==> src/rtl/tsm_pkg.sv <==
package tsm_pkg;

    typedef enum logic [2:0] {
        BD_ZERO,
        BD_POS1,
        BD_POS2,
        BD_NEG2,
        BD_NEG1
    } booth_op_e;

    typedef struct packed {
        logic load;
        logic commit;
    } tsm_step_t;

    function automatic int digit_count(input int w);
        return (w + 2) / 2;
    endfunction

    function automatic booth_op_e booth_decode(input logic [2:0] t);
        booth_op_e op;
        unique case (t)
            3'b000, 3'b111: op = BD_ZERO;
            3'b001, 3'b010: op = BD_POS1;
            3'b011:         op = BD_POS2;
            3'b100:         op = BD_NEG2;
            default:        op = BD_NEG1;
        endcase
        return op;
    endfunction

endpackage

==> src/rtl/tsm_booth_sel.sv <==
module tsm_booth_sel
    import tsm_pkg::*;
#(
    parameter int W = 16,
    localparam int A = W + 2
) (
    input  logic [2:0]          triple,
    input  logic [W-1:0]        mcand,
    output logic signed [A-1:0] pp,
    output logic                is_zero
);
    booth_op_e        op;
    logic [A-1:0]     mag;
    logic             neg;

    always_comb begin
        op  = booth_decode(triple);
        neg = (op == BD_NEG1) || (op == BD_NEG2);
        unique case (op)
            BD_POS1, BD_NEG1: mag = {{2{mcand[W-1]}}, mcand};
            BD_POS2, BD_NEG2: mag = {mcand[W-1], mcand, 1'b0};
            default:          mag = '0;
        endcase
        pp      = neg ? $signed(~mag + 1'b1) : $signed(mag);
        is_zero = (op == BD_ZERO);
    end
endmodule

==> src/rtl/tsm_datapath.sv <==
module tsm_datapath
    import tsm_pkg::*;
#(
    parameter int W = 16,
    localparam int N = digit_count(W),
    localparam int L = 2 * N,
    localparam int A = W + 2
) (
    input  logic           clk,
    input  logic           rst,
    input  tsm_step_t      step,
    input  logic [W-1:0]   x,
    input  logic [W-1:0]   y,
    output logic           digit_zero,
    output logic [W-1:0]   mcand_q,
    output logic [2*W-1:0] product
);
    logic signed [A-1:0] acc_q;
    logic [L-1:0]        low_q;
    logic                prev_q;
    logic signed [A-1:0] pp;
    logic signed [A-1:0] sum;

    tsm_booth_sel #(.W(W)) u_sel (
        .triple  ({low_q[1:0], prev_q}),
        .mcand   (mcand_q),
        .pp      (pp),
        .is_zero (digit_zero)
    );

    assign sum = acc_q + pp;

    always_ff @(posedge clk) begin
        if (rst) begin
            acc_q   <= '0;
            low_q   <= '0;
            prev_q  <= 1'b0;
            mcand_q <= '0;
        end else if (step.load) begin
            acc_q   <= '0;
            low_q   <= {{(L-W){y[W-1]}}, y};
            prev_q  <= 1'b0;
            mcand_q <= x;
        end else if (step.commit) begin
            acc_q   <= sum >>> 2;
            low_q   <= {sum[1:0], low_q[L-1:2]};
            prev_q  <= low_q[1];
        end
    end

    assign product = {acc_q[2*W-L-1:0], low_q};
endmodule

==> src/rtl/tsm_ctrl.sv <==
module tsm_ctrl
    import tsm_pkg::*;
#(
    parameter int W        = 16,
    parameter int SLOW_CYC = 2,
    localparam int N  = digit_count(W),
    localparam int DW = (N > 1) ? $clog2(N) : 1,
    localparam int KW = $clog2(SLOW_CYC + 1)
) (
    input  logic      clk,
    input  logic      rst,
    input  logic      start,
    input  logic      digit_zero,
    output tsm_step_t step,
    output logic      busy,
    output logic      done
);
    logic [DW-1:0] dig_q;
    logic [KW-1:0] wait_q;
    logic          settled;

    assign settled     = (wait_q == KW'(SLOW_CYC - 1));
    assign step.load   = start && !busy;
    assign step.commit = busy && (digit_zero || settled);

    always_ff @(posedge clk) begin
        if (rst) begin
            busy   <= 1'b0;
            done   <= 1'b0;
            dig_q  <= '0;
            wait_q <= '0;
        end else begin
            done <= 1'b0;
            if (step.load) begin
                busy   <= 1'b1;
                dig_q  <= '0;
                wait_q <= '0;
            end else if (busy) begin
                if (step.commit) begin
                    wait_q <= '0;
                    if (dig_q == DW'(N - 1)) begin
                        busy <= 1'b0;
                        done <= 1'b1;
                    end else begin
                        dig_q <= dig_q + 1'b1;
                    end
                end else begin
                    wait_q <= wait_q + 1'b1;
                end
            end
        end
    end
endmodule

==> src/rtl/tsm_mult.sv <==
module tsm_mult
    import tsm_pkg::*;
#(
    parameter int W        = 16,
    parameter int SLOW_CYC = 2
) (
    input  logic           clk,
    input  logic           rst,
    input  logic           start,
    input  logic [W-1:0]   x,
    input  logic [W-1:0]   y,
    output logic           busy,
    output logic           done,
    output logic [2*W-1:0] product
);
    tsm_step_t      step;
    logic           digit_zero;
    logic [W-1:0]   mcand_q;
    logic           commit;

    assign commit = step.commit;

    tsm_ctrl #(.W(W), .SLOW_CYC(SLOW_CYC)) u_ctrl (
        .clk        (clk),
        .rst        (rst),
        .start      (start),
        .digit_zero (digit_zero),
        .step       (step),
        .busy       (busy),
        .done       (done)
    );

    tsm_datapath #(.W(W)) u_dp (
        .clk        (clk),
        .rst        (rst),
        .step       (step),
        .x          (x),
        .y          (y),
        .digit_zero (digit_zero),
        .mcand_q    (mcand_q),
        .product    (product)
    );
endmodule

==> config.mk <==
export PLATFORM = sky130hd
export DESIGN_NAME = tsm_mult
export DESIGN_NICKNAME = d
export VERILOG_FILES = /design/src/rtl/tsm_pkg.sv /design/src/rtl/tsm_booth_sel.sv /design/src/rtl/tsm_datapath.sv /design/src/rtl/tsm_ctrl.sv /design/src/rtl/tsm_mult.sv
export SDC_FILE = /design/constraint.sdc
export NUM_CORES = 1
export LEC_CHECK = 0
export BUFFER_PORTS_ARGS = -buffer_cell sky130_fd_sc_hd__buf_4
export CAP_MARGIN = 10
export CORE_ASPECT_RATIO = 0.6
export CORE_MARGIN = 3
export CORE_UTILIZATION = 60
export CTS_BUF_LIST = sky130_fd_sc_hd__clkbuf_2 sky130_fd_sc_hd__clkbuf_4 sky130_fd_sc_hd__clkbuf_8
export DETAILED_ROUTE_END_ITERATION = 12
export PLACE_DENSITY = 0.85
export SYNTH_ARGS = -nofsm -noshare
export SYNTH_HDL_FRONTEND = slang
export SYNTH_SLANG_ARGS = --single-unit
==> constraint.sdc <==
create_clock -name clk -period 6.1 [get_ports clk]
set_input_delay 0.305 -clock clk [delete_from_list [all_inputs] [get_ports clk]]
set_output_delay 0.305 -clock clk [all_outputs]
set_load 0.05 [all_outputs]
* After elaboration in Yosys (flattened, before gate mapping)
Index checks and enable logic that the tools add are counted.
Storage, ports and cells: output and inout bits 34, register bits after elaboration 59, word-level logic and storage cells 53
Operators by class: reduce and logical (&&, ||, !) cells 15, bitwise logic cells 4, muxes and demuxes 11, equal/unequal tests 11, add/subtract/negate cells 4
Operator list (number):
- 18-bit two-way mux | 3
- 18-bit one-hot mux with 2 select lines | 1
- 16-bit by 18-bit adder with 18-bit output | 1
- 18-bit by 1-bit adder with 18-bit output, second input constant | 1
- 18-bit inverter | 1
- 3-bit by 2-bit equality test with 1-bit output, second input constant | 4
- 3-bit one-hot mux with 4 select lines | 1
- 2-bit OR reduction | 5
- 3-bit equality test, second input constant | 3
- 3-bit by 1-bit equality test with 1-bit output, second input constant | 2
- 3-bit zero test | 2
- 1-bit two-way mux | 5
- 4-bit by 1-bit adder with 4-bit output, second input constant | 1
- 4-bit equality test, second input constant | 1
- 4-bit OR reduction | 1
- 1-bit inverter | 3
- 3-bit AND reduction | 1
- 2-bit by 1-bit adder with 2-bit output, second input constant | 1
- 2-bit by 1-bit equality test with 1-bit output, second input constant | 1
- 1-bit logical AND | 2
- 1-bit logical OR | 2
- 2-bit two-way mux | 1
- 2-bit nonzero test | 1
- 1-bit zero test | 1

* Logic depth before layout (Yosys ltp)
Gate-level depths: netlist (run 1).
depth after elaboration 12, gate-level depth with buffers 19, depth with buffers taken out 17

* By module
From an unflattened synthesis (run 1), not the netlist that was laid out.
Second synthesis, totals: cells, all modules 509, area, all modules 4199.0 µm²
By module, submodules not included:
- tsm_datapath | instances 1, cells each 346, area an instance 2955.3 µm²
- tsm_booth_sel | instances 1, cells each 119, area an instance 849.6 µm²
- tsm_ctrl | instances 1, cells each 44, area an instance 394.1 µm²

* Worst setup path before layout (run 1)
No wires, ideal clock.
path kind reg-to-reg, start point reg u_dp.low_q[0], end point reg u_dp.acc_q[15] (netlist name), clock period less this slack 4.412 ns, cell stages (with the launch flop) 20, arrival 4.340 ns, path slack 1.688 ns, buffers on the path 3, cells stage by stage dfxtp_1 > inv_1 > ha_1 > mux2_4 > buf_6 > clkbuf_1 > a21oi_1 > ha_1 > nand3_1 > nor3_1 > a31oi_1 > xnor2_1 > ha_1 > clkbuf_1 > a21oi_1 > o21ai_0 > a221o_1 > or3_1 > mux2i_1 > mux2i_1
On the way: word-level cells in the longest chain between the ends 10
Ends and longest elaborated chain:
- from (decl) | RTL line tsm_datapath.sv:19 | logic [L-1:0] low_q;
- from (signal assigned) | RTL line tsm_datapath.sv:41 | low_q <= {{(L-W){y[W-1]}}, y};
- from (signal assigned) | RTL line tsm_datapath.sv:46 | low_q <= {sum[1:0], low_q[L-1:2]};
- 3-bit by 1-bit equality test with 1-bit output (tied with other cells) | RTL line tsm_pkg.sv:22 | unique case (t)
- 2-bit OR reduction | RTL line tsm_pkg.sv:22
- 3-bit one-hot mux with 4 select lines (*) | RTL line tsm_pkg.sv:22
- 3-bit by 2-bit equality test with 1-bit output (tied with other cells) | RTL line tsm_booth_sel.sv:18, tsm_booth_sel.sv:19
- 2-bit OR reduction | RTL line tsm_booth_sel.sv:19 | unique case (op)
- 18-bit one-hot mux with 2 select lines | RTL line tsm_booth_sel.sv:19
- 18-bit inverter | RTL line tsm_booth_sel.sv:24 | pp = neg ? $signed(~mag + 1'b1) : $signed(mag);
- 18-bit by 1-bit adder with 18-bit output | RTL line tsm_booth_sel.sv:24
- 18-bit two-way mux | RTL line tsm_booth_sel.sv:24
- 16-bit by 18-bit adder with 18-bit output | RTL line tsm_datapath.sv:31 | assign sum = acc_q + pp;
Every way passes the cells marked *; elsewhere a longest branch is shown, timed or not. A chain may end at the register's enable or synchronous reset.

* Worst setup path in the final report (run 1)
start point reg u_dp.low_q[0], end point reg u_dp.acc_q[15] (netlist name)
On the way: word-level cells in the longest chain between the ends 10
Ends and longest elaborated chain (RTL line):
- 3-bit by 1-bit equality test with 1-bit output (tied with other cells) | tsm_pkg.sv:22
- 2-bit OR reduction | tsm_pkg.sv:22
- 3-bit one-hot mux with 4 select lines (*) | tsm_pkg.sv:22
- 3-bit by 2-bit equality test with 1-bit output (tied with other cells) | tsm_booth_sel.sv:18, tsm_booth_sel.sv:19
- 2-bit OR reduction | tsm_booth_sel.sv:19
- 18-bit one-hot mux with 2 select lines | tsm_booth_sel.sv:19
- 18-bit inverter | tsm_booth_sel.sv:24
- 18-bit by 1-bit adder with 18-bit output | tsm_booth_sel.sv:24
- 18-bit two-way mux | tsm_booth_sel.sv:24
- 16-bit by 18-bit adder with 18-bit output | tsm_datapath.sv:31
Marked as above.

==> results of run 1 <==
==> layout by cell type, fill, tap and decap left out, types with 7 or more instances in the layout <==
cell / netlist / routed
a22oi_1: 29 / 29
dfxtp_1: 59 / 59
a31oi_1: 9 / 9
nand2b_1: 7 / 7
a21oi_1: 66 / 66
buf_4: 14 / 70
nand2_1: 90 / 90
ha_1: 25 / 25
nor2_1: 21 / 21
inv_1: 14 / 14
nand3_1: 11 / 11
o21ai_0: 17 / 17
xnor2_1: 25 / 25
clkbuf_8: 0 / 10
==> worst max-delay path by stage <==
| stage | from | end | depth (start not counted) |
|---|---|---|---|
| floorplan | u_dp.low_q[0]$_SDFFE_PP0P_ | u_dp.acc_q[15]$_SDFFE_PP0P_ | 19 |
| global placement | u_dp.low_q[0]$_SDFFE_PP0P_ | u_dp.acc_q[15]$_SDFFE_PP0P_ | 16 |
| global route | u_dp.low_q[0]$_SDFFE_PP0P_ | u_dp.acc_q[15]$_SDFFE_PP0P_ | 16 |
| detailed placement | u_dp.low_q[0]$_SDFFE_PP0P_ | u_dp.acc_q[15]$_SDFFE_PP0P_ | 16 |
| CTS | u_dp.low_q[0]$_SDFFE_PP0P_ | u_dp.acc_q[15]$_SDFFE_PP0P_ | 16 |
| finish | u_dp.low_q[0]$_SDFFE_PP0P_ | u_dp.acc_q[15]$_SDFFE_PP0P_ | 16 |
==> routing by layer <==
| metal | global-route usage [%] | share of wire [%] | vias up |
|---|---|---|---|
| met5 | 0 | 0 | - |
| met4 | 9.487 | 1.6 | 0 |
| met3 | 6.598 | 6.5 | 21 |
| met2 | 42.07 | 43 | 126 |
| met1 | 38.07 | 49 | 1775 |
| li1 | - | - | 1827 |
==> final cells by class <==
class | instances | area share, %
Sequential cell | 59 | 26.21
Tap cell | 84 | 2.332
Timing Repair Buffer | 70 | 11.66
Inverter | 14 | 1.166
Clock buffer | 10 | 3.054
Multi-Input combinational cell | 380 | 53.86
Clock inverter | 5 | 1.721
==> worst max-delay path: stages, from the launching register on <==
cell and delay [ns]:
dfxtp_1 0.41, inv_1 0.09, ha_1 0.60, and2_1 0.33
a21oi_1 0.18, ha_1 0.22, nand3_1 0.13, nor3_1 0.29
a21oi_1 0.12, xnor2_1 0.24, ha_1 0.31, a21oi_1 0.24
o21ai_0 0.26, a221o_1 0.40, or3_1 0.31, mux2i_1 0.17
mux2i_1 0.19
==> report_power, final <==
part           switching, W  internal (W)  leakage [nW]  total, W
Clock              0.000161      0.000237         0.108  0.000398
Combinational      0.000164     0.0000923          1.27  0.000256
Sequential        0.0000218      0.000405         0.481  0.000426
Total              0.000347      0.000734          1.86   0.00108
==> cell families (layout without fill, tap and decap cells) <==
family                   count (synthesis)  count (layout)  synth area share, %
AO/OA/AOI/OAI                          157             157                26.20
XOR/XNOR                                29              29                6.534
adder cells (fa/ha/maj)                 26              26                8.561
buffers and inverters                   56              99                7.306
flip-flops                              59              59                30.38
multiplexers                             6               6                1.706
AND/OR/NAND/NOR                        162             162                19.31
==> sequential cells by signal, summed over array words and instances (netlist names) <==
register / flops
u_dp.prev_q: 1
u_dp.mcand_q: 16
u_ctrl.dig_q: 4
u_dp.acc_q: 16
u_ctrl.busy: 1
u_dp.low_q: 18
u_ctrl.wait_q: 2
u_ctrl.done: 1
==> metrics by stage <==
stage / util [%] / instance area [um2] / hold WS, ns / cells / worst slack [ns]
3_3_place_gp: 69.29 / 4292 / 0.4546 / 607 / 1.896
5_1_grt: 72.77 / 4507 / 0.2011 / 622 / 1.191
2_1_floorplan: - / 3887 / 0.4410 / 495 / 1.688
6_report: 72.77 / 4507 / 0.1974 / 622 / 1.549
3_5_place_dp: 69.29 / 4292 / 0.4711 / 607 / 1.639
4_1_cts: 72.77 / 4507 / 0.1949 / 622 / 1.633
==> flow_summary.yaml, run 1 <==
outcome:
  outcome: "completed"
sta:
  skew_ns: 0.01251
  final.min_clock_period_ns: 4.551
  post-route-period-util_pct: 74.61
  worstMarginPinSlew_ns: 0.8437
  max_freq_mhz: 219.7
  final_max_slew_viol_count: 0
  setup_tns_ns: 0
  setup_viol: 0
  rsz0062_at_grt: "no"
  finalHoldViolations: 0
  slew_headroom_pct: 43.54
placed_design:
  place.gp.congestion: 0.9247
  io_buffers: 68
  dp_hpwl_um: 7215
worst_hold_path:
  worstHoldEndpoint: "u_dp.mcand_q[0]$_SDFFE_PP0P_"
  hp-class: "in2reg"
  min_from: "x[0]"
  holdPathStages: 3
global_route:
  grt_use_total_pct: 27.54
  grt-ovfl-total: 0
  antenna_found_initial: 0
  grt_pass1_vias: 3383
  grt_pass1_wl_um: 16180
  grt_start_max_net_pins: 39
critical_path:
  critPathRequiredTime_ns: 6.39
  r2r_setup_slack_ns: 1.55
  arrival_ns: 4.84
  rr_worst_depth: 16
  cp-end-kind: "register"
  r2r-start: "u_dp.low_q[0]$_SDFFE_PP0P_"
  cp-start-kind: "register"
  reg2reg_to: "u_dp.acc_q[15]$_SDFFE_PP0P_"
  critical_path_class: "reg2reg"
  cp_max_fo: 25
synth:
  synth.cell_area_mm2: 0.003887
  yosysMostFrequentCell: "nand2_1"
  synth_edf_count: 0
  ys_top_cells_by_area: "dfxtp_1, nand2_1, a21oi_1, ha_1, xnor2_1"
  synthDistinctLibCells: 61
  avgSynthCellArea_um2: 7.853
  synthCells: 495
  synth_warnings: 0
  yosys_most_used_dff: "dfxtp_1"
  synth_top_cell_area_share_pct: 30.38
  syn_nets: 556
  synth_common_cells: "nand2_1, a21oi_1, dfxtp_1"
  synth.yosys.seq_area_share_pct: 30.38
  ys_ff_latch: 59
  synth_top_area_cell: "dfxtp_1"
  async_reset_ff_share_pct: 0
route:
  drt-total-wl_um: 9700
  vias_per_cell: 6.027
  routedWlPerCell_um: 15.59
  drcViolationCount: 0
  ant_nets: 0
  drt_iter0_markers: 226
  num_vias: 3749
  first_pass_iters: 5
clocking:
  numCtsBuffers: 9
  cts_htree_levels: 3
  worstSkewPairLatency_ns: 0.35
  cts.sinks: 59
  hold_buffers: 0
  cts_tree: "done"
  clk_pin_slew_ns: 0.07
  postCtsSetupBuffers: 0
  clock_path_buffers: 2
  cts_resized: 0
  cts_root_buf: "clkbuf_8"
finish:
  areaGrowthSynthToFinish_pct: 15.93
  fillers: 500
  drive_gt1_share_pct: 18.22
  diodes: 0
  multi_input_area_mm2: 0.002427
  nets: 595
  seq_area_mm2: 0.001181
floorplan:
  die_width_um: 109.9
  fp.dieH_um: 68.35
  core_area_mm2: 0.006193
  ios: 69
  dieArea_mm2: 0.007513
  start_util_pct: 62.77
  core.rowCount: 22
pwr:
  powerDensity_mw_per_mm2: 239.8
  power_w: 0.001081
  peakVddDrop_mv: 0.1670
  p_leak_nw: 1.864
job:
  maxCapViolations: 0
Power figures use the tool's default switching activity.
==> run 2, diff against run 1 <==
--- a/config.mk
+++ b/config.mk
@@ -9,10 +9,10 @@
 export CAP_MARGIN = 10
 export CORE_ASPECT_RATIO = 0.6
 export CORE_MARGIN = 3
-export CORE_UTILIZATION = 60
+export CORE_UTILIZATION = 53
 export CTS_BUF_LIST = sky130_fd_sc_hd__clkbuf_2 sky130_fd_sc_hd__clkbuf_4 sky130_fd_sc_hd__clkbuf_8
 export DETAILED_ROUTE_END_ITERATION = 12
-export PLACE_DENSITY = 0.85
+export PLACE_DENSITY = 0.79
 export SYNTH_ARGS = -nofsm -noshare
 export SYNTH_HDL_FRONTEND = slang
 export SYNTH_SLANG_ARGS = --single-unit
==> constraint.sdc (replaced) <==
create_clock -name clk -period 3.7 [get_ports clk]
set_input_delay 0.185 -clock clk [delete_from_list [all_inputs] [get_ports clk]]
set_output_delay 0.185 -clock clk [all_outputs]
set_load 0.05 [all_outputs]
==> run 2 against run 1 <==
The run now ends with setup timing left. Clock power up 29%. Critical path depth unchanged. Utilization down 3.1 points. Worst hold slack worse by 0.11 ns. Sequential cell count unchanged. Combinational power up 90%. Global-route usage down 2.3 points. Cell count up 4.3%. Total power up 58%. Critical path type unchanged. Critical endpoint unchanged.
==> flow_summary.yaml, run 2 (same netlist as run 1, synthesis figures left out) <==
clocking:
  numCtsBuffers: 9
  hold_buffers: 0
  cts_tree: "done"
  clk_pin_slew_ns: 0.07
  clock_path_buffers: 2
  cts_root_buf: "clkbuf_8"
  cts_htree_levels: 3
  worstSkewPairLatency_ns: 0.35
  cts.sinks: 59
finish:
  diodes: 0
  fin_util_pct: 69.69
  final_common_cell: "buf_4"
  drive_gt1_share_pct: 25.62
  seq_area_mm2: 0.001192
  multi_input_area_mm2: 0.002547
  reg.largest.list: "u_dp.low_q: 18 flops, u_dp.acc_q: 16 flops, u_dp.mcand_q: 16 flops"
  nets: 619
  final_area_mm2: 0.004793
  largest_reg_flops: 18
  fillers: 534
  areaGrowthSynthToFinish_pct: 23.30
  regMostFlops: "u_dp.low_q"
  final_cell_mix: "buf_4, nand2_1, a21oi_1"
  final_cells: 649
global_route:
  grt_use_total_pct: 25.26
  grt_start_max_net_pins: 39
  grt_pass1_vias: 3413
  grt_pass1_wl_um: 16840
  antenna_found_initial: 0
  grt-ovfl-total: 0
sta:
  slew_headroom_pct: 44.17
  finalHoldViolations: 0
  setup_ws_ns: -0.009186
  post-route-period-util_pct: 100.2
  final.min_clock_period_ns: 3.709
  rsz0062_at_grt: "yes"
  setup_viol: 1
  skew_ns: 0.01324
  final_max_slew_viol_count: 0
  max_freq_mhz: 269.6
  worstMarginPinSlew_ns: 0.8374
critical_path:
  rr_worst_depth: 16
  cp-end-kind: "register"
  r2r_setup_slack_ns: -0.009
  cp-start-kind: "register"
  arrival_ns: 3.99
  max_stage_delay_ns: 0.37
  crit_top_cell: "mux2i_1"
  critical_path_class: "reg2reg"
  reg2reg_to: "u_dp.acc_q[15]$_SDFFE_PP0P_"
  cp_max_fo: 6
  crit_cells: 16
  path_buf_inv: 2
  critical_path.top_delay_family: "compound AO/OA/AOI/OAI gates"
  path_cells: "ha_2 > mux2_4 > buf_12 > a22oi_4 > buf_4 > nand3_4 > nor3_4 > a31oi_1 > xnor2_1 > ha_1 > a21oi_1 > o21ai_1 > a221o_1 > or3_1 > mux2i_1 > mux2i_1"
  r2r-start: "u_dp.low_q[0]$_SDFFE_PP0P_"
  critPathRequiredTime_ns: 3.98
  critPathSlowestCell: "dfxtp_4"
route:
  drcViolationCount: 0
  ant_nets: 0
  wl_met1_um: 4926
  num_vias: 3883
  first_pass_iters: 5
  wl_met3_um: 1000
  drt-total-wl_um: 10670
  drt_iter0_markers: 382
  routed-wl-met2_um: 4513
  top_layer: "met4"
  routedWlPerCell_um: 16.44
  vias_per_cell: 5.983
worst_hold_path:
  worstHoldEndpoint: "u_dp.mcand_q[12]$_SDFFE_PP0P_"
  holdPathStages: 3
  min_from: "x[12]"
  hp-class: "in2reg"
floorplan:
  fp.dieH_um: 72.34
  start_util_pct: 56.52
  die_width_um: 116.6
  ios: 69
  core_area_mm2: 0.006878
  dieArea_mm2: 0.008432
  core.rowCount: 23
pwr:
  p_int_w: 0.001128
  powerDensity_mw_per_mm2: 355.5
  p_comb_share_pct: 28.6
  seq_power_share_pct: 41.3
  p_leak_nw: 1.995
  power_switching_w: 0.0005760
  swShare_pct: 33.80
  power_frac_clock_pct: 30.1
  peakVddDrop_mv: 0.3137
outcome:
  violations: "setup timing"
  outcome: "complete, but fails checks"
placed_design:
  place.gp.congestion: 0.9311
  place_area_mm2: 0.004441
  io_buffers: 68
  dp_hpwl_um: 7551
  dp.cells: 623
job:
  maxCapViolations: 0
-- run 2: changes by cell type in the layout (fill, tap and decap cells not counted), moves of 3 or more --
cell,change
dfxtp_1,-3
a21oi_2,+5
buf_4,+22
o21ai_0,-4
o21ai_1,+3
dfxtp_4,+3
a21oi_1,-5
ha_1,-3
-- run 2: what timing repair did --
action                     in CTS  in global routing
buffers inserted                4                  7
setup endpoints to repair       1                  7
pin swaps                       1                 17
gates resized for setup         3                 21
-- run 2: cell type report --
cell class              instances  share of cell area (%)
multi-input cells             380                   53.15
clock buffers                  12                   3.185
well taps                      87                   2.271
clock inverters                 3                  0.3132
flip-flops and latches         59                   24.88
repair buffers                 94                   15.06
inverters                      14                   1.149
-- run 2: worst max-delay path by stage --
stage / startpoint / end
6_report: u_dp.low_q[0]$_SDFFE_PP0P_ / u_dp.acc_q[15]$_SDFFE_PP0P_
5_1_grt: u_dp.low_q[0]$_SDFFE_PP0P_ / u_dp.acc_q[15]$_SDFFE_PP0P_
4_1_cts: u_dp.prev_q$_SDFFE_PP0P_ / u_dp.acc_q[15]$_SDFFE_PP0P_
3_5_place_dp: u_dp.prev_q$_SDFFE_PP0P_ / u_dp.acc_q[15]$_SDFFE_PP0P_
3_3_place_gp: u_dp.prev_q$_SDFFE_PP0P_ / u_dp.acc_q[15]$_SDFFE_PP0P_
2_1_floorplan: u_dp.low_q[0]$_SDFFE_PP0P_ / u_dp.acc_q[15]$_SDFFE_PP0P_
-- run 2: worst min-delay path, cell delays in order --
cell and delay, ns:
buf_4 0.11, nand2_1 0.04, a21oi_1 0.05
-- run 2: power groups by stage --
stage                     combinational [W]  sequential [W]  clock (W)
after global routing               0.000526        0.000708   0.000560
final                              0.000487        0.000703   0.000513
after global placement             0.000436        0.000714          0
after floorplan                    0.000275        0.000759          0
after CTS                          0.000458        0.000702   0.000527
after detailed placement           0.000446        0.000716          0
-- run 2: per-layer routing --
layer,global-route usage [%],up-vias
li1,-,1876
met1,37.63,1792
met2,34.85,190
met3,7.583,25
met4,7.379,0
met5,0,-
-- run 2: metrics by stage --
stage	total power [W]	hold WS (ns)	setup WS [ns]	setup TNS, ns
after detailed placement	0.001162	0.4422	-0.05678	-0.05678
after CTS	0.001688	0.06844	0.01247	0
after global routing	0.001794	0.07615	-0.1735	-0.2599
after global placement	0.001151	0.4322	0.05740	0
after floorplan	0.001034	0.3210	-0.1123	-0.1123
final	0.001704	0.08925	-0.009186	-0.009186
==> run 3, diff against run 2 <==
--- a/config.mk
+++ b/config.mk
@@ -7,7 +7,7 @@
 export LEC_CHECK = 0
 export BUFFER_PORTS_ARGS = -buffer_cell sky130_fd_sc_hd__buf_4
 export CAP_MARGIN = 10
-export CORE_ASPECT_RATIO = 0.6
+export CORE_ASPECT_RATIO = 1.4
 export CORE_MARGIN = 3
 export CORE_UTILIZATION = 53
 export CTS_BUF_LIST = sky130_fd_sc_hd__clkbuf_2 sky130_fd_sc_hd__clkbuf_4 sky130_fd_sc_hd__clkbuf_8
==> run 3 against run 2 <==
The flow now finishes without violations. Register-to-register slack gained 0.09 ns. Setup slack improved by 0.086 ns. Total power rose by 4.3%. Clock skew fell by 0.0074 ns. Worst hold slack got worse by 0.0092 ns. Design area is 0.37% higher. Global-route usage is 1.9 points lower. First-iteration DRC count fell by 60%. Utilization decreased by 1.2 points. Critical path depth down 1. Critical endpoint unchanged.
==> flow_summary.yaml, run 3 (same netlist as run 1, synthesis figures left out) <==
clocking:
  clock_path_buffers: 2
  worstSkewPairLatency_ns: 0.35
  clk_pin_slew_ns: 0.06
  numCtsBuffers: 9
  cts_root_buf: "clkbuf_8"
  cts.sinks: 59
  cts_htree_levels: 3
  cts_tree: "done"
  hold_buffers: 0
critical_path:
  arrival_ns: 3.90
  critPathRequiredTime_ns: 3.98
  max_stage_delay_ns: 0.38
  cp_max_fo: 7
  rr_worst_depth: 15
  critPathSlowestCell: "dfxtp_4"
  critical_path_class: "reg2reg"
  crit_top_cell: "mux2i_1"
  r2r_setup_slack_ns: 0.08
  endpoint: "u_dp.acc_q[15]$_SDFFE_PP0P_"
  crit_path_start: "u_dp.low_q[0]$_SDFFE_PP0P_"
  reg2reg_to: "u_dp.acc_q[15]$_SDFFE_PP0P_"
  path_cells: "inv_4 > ha_4 > mux2_4 > buf_4 > a22o_4 > nor4_4 > a31oi_1 > xnor2_1 > ha_1 > and3_4 > and2_4 > a221o_1 > or3_1 > mux2i_1 > mux2i_1"
  cp-start-kind: "register"
  r2r-start: "u_dp.low_q[0]$_SDFFE_PP0P_"
  cp-end-kind: "register"
sta:
  hold_ws_ns: 0.08005
  worstMarginPinSlew_ns: 0.8237
  final_max_slew_viol_count: 0
  post-route-period-util_pct: 97.91
  slew_headroom_pct: 44.84
  finalHoldViolations: 0
  rsz0062_at_grt: "yes"
  skew_ns: 0.005839
  setup_viol: 0
  final.min_clock_period_ns: 3.623
  max_freq_mhz: 276.0
  setup_tns_ns: 0
global_route:
  busiest_layer: "met2"
  grt_pass1_wl_um: 15840
  grt-ovfl-total: 0
  grt.met3_usage_pct: 5.109
  antenna_found_initial: 0
  grtUsageMet2_pct: 39.52
  grt_pass1_vias: 3555
  grt_use_total_pct: 23.35
  grt_start_max_net_pins: 39
  grt_use_met1_pct: 27.89
placed_design:
  dp_hpwl_um: 6915
  place.gp.congestion: 0.8753
  io_buffers: 68
  place_area_mm2: 0.004488
worst_hold_path:
  hp-class: "in2reg"
floorplan:
  core.rowCount: 36
  start_util_pct: 55.32
  dieArea_mm2: 0.008413
  ios: 69
  fp.dieH_um: 107.3
  core_area_mm2: 0.007027
  die_width_um: 78.38
job:
  maxCapViolations: 0
route:
  first_pass_iters: 5
  num_vias: 3728
  drcViolationCount: 0
  drt_iter0_markers: 153
  routedWlPerCell_um: 14.50
  vias_per_cell: 5.683
  ant_nets: 0
  drt-total-wl_um: 9510
finish:
  reg.largest.list: "u_dp.low_q: 18 flops, u_dp.acc_q: 16 flops, u_dp.mcand_q: 16 flops"
  final_area_mm2: 0.004811
  largest_reg_flops: 18
  fillers: 595
  nets: 619
  fin_util_pct: 68.47
  final_common_cell: "buf_4"
  areaGrowthSynthToFinish_pct: 23.75
  final_cell_mix: "buf_4, nand2_1, a21oi_1"
  regMostFlops: "u_dp.low_q"
  drive_gt1_share_pct: 25.31
  diodes: 0
pwr:
  power_w: 0.001777
  peakVddDrop_mv: 0.2711
  powerDensity_mw_per_mm2: 369.3
  p_leak_nw: 2.000
outcome:
  outcome: "completed"
==> run 3: changes by cell type in the layout (fill, tap and decap cells not counted), sizes merged <==
cell	previous run	this run
clkinv	3	1
bufinv	0	1
==> run 3: cell type report <==
class	instances	area (um2)	area share, %
inverter	14	55.05	1.144
tap	95	118.9	2.471
clock inverter	2	35.03	0.7282
timing repair buffer	94	705.7	14.67
multi-input combinational	380	2539	52.77
sequential	59	1192	24.79
clock buffer	12	165.2	3.433
==> run 3: worst min-delay path by stage <==
stage,slack [ns],endpoint,from,cells past startpoint
global route,0.09,u_dp.mcand_q[14]$_SDFFE_PP0P_,x[14],3
detailed placement,0.44,u_dp.mcand_q[11]$_SDFFE_PP0P_,x[11],3
floorplan,0.32,u_dp.mcand_q[1]$_SDFFE_PP0P_,x[1],2
finish,0.08,u_dp.mcand_q[15]$_SDFFE_PP0P_,x[15],3
CTS,0.07,u_dp.mcand_q[15]$_SDFFE_PP0P_,x[15],3
global placement,0.43,u_dp.mcand_q[11]$_SDFFE_PP0P_,x[11],3
==> run 3: power by group <==
group / internal, W / total, W / leakage, nW / switching [W]
clock network: 0.000357 / 0.000602 / 0.104 / 0.000245
logic: 0.000191 / 0.000472 / 1.41 / 0.000281
registers: 0.000667 / 0.000703 / 0.484 / 0.0000360
==> run 3: critical path: cells and delay by family, from the launching register on <==
family / cells / cell delay [ns]
DFF: 1 / 0.38
xor gates and xnor gates: 1 / 0.14
adders and majority gates: 2 / 0.49
AOI/OAI and AO/OA: 3 / 0.71
buffers and inverters: 2 / 0.20
and+or+nand+nor: 4 / 0.93
muxes: 3 / 0.69
==> run 3: repair_timing <==
item / in CTS / in global routing
setup buffers: 1 / 5
pin swaps: 2 / 13
gates resized for setup: 1 / 19
endpoints found under the setup margin: 2 / 8
endpoints found under the hold margin: 0 / 0
==> run 3: metal layers <==
layer  share of wire [%]  vias up
met4                 3.0        0
met5                   0        -
met1                  43     1722
met2                  48      113
met3                 6.0       23
li1                    -     1870
==> run 3: metrics by stage <==
stage | setup WS (ns) | cells
5_1_grt | -0.1562 | 656
2_1_floorplan | -0.1123 | 495
6_report | 0.07727 | 656
3_5_place_dp | -0.05741 | 636
3_3_place_gp | 0.07635 | 636
4_1_cts | 0.003964 | 651
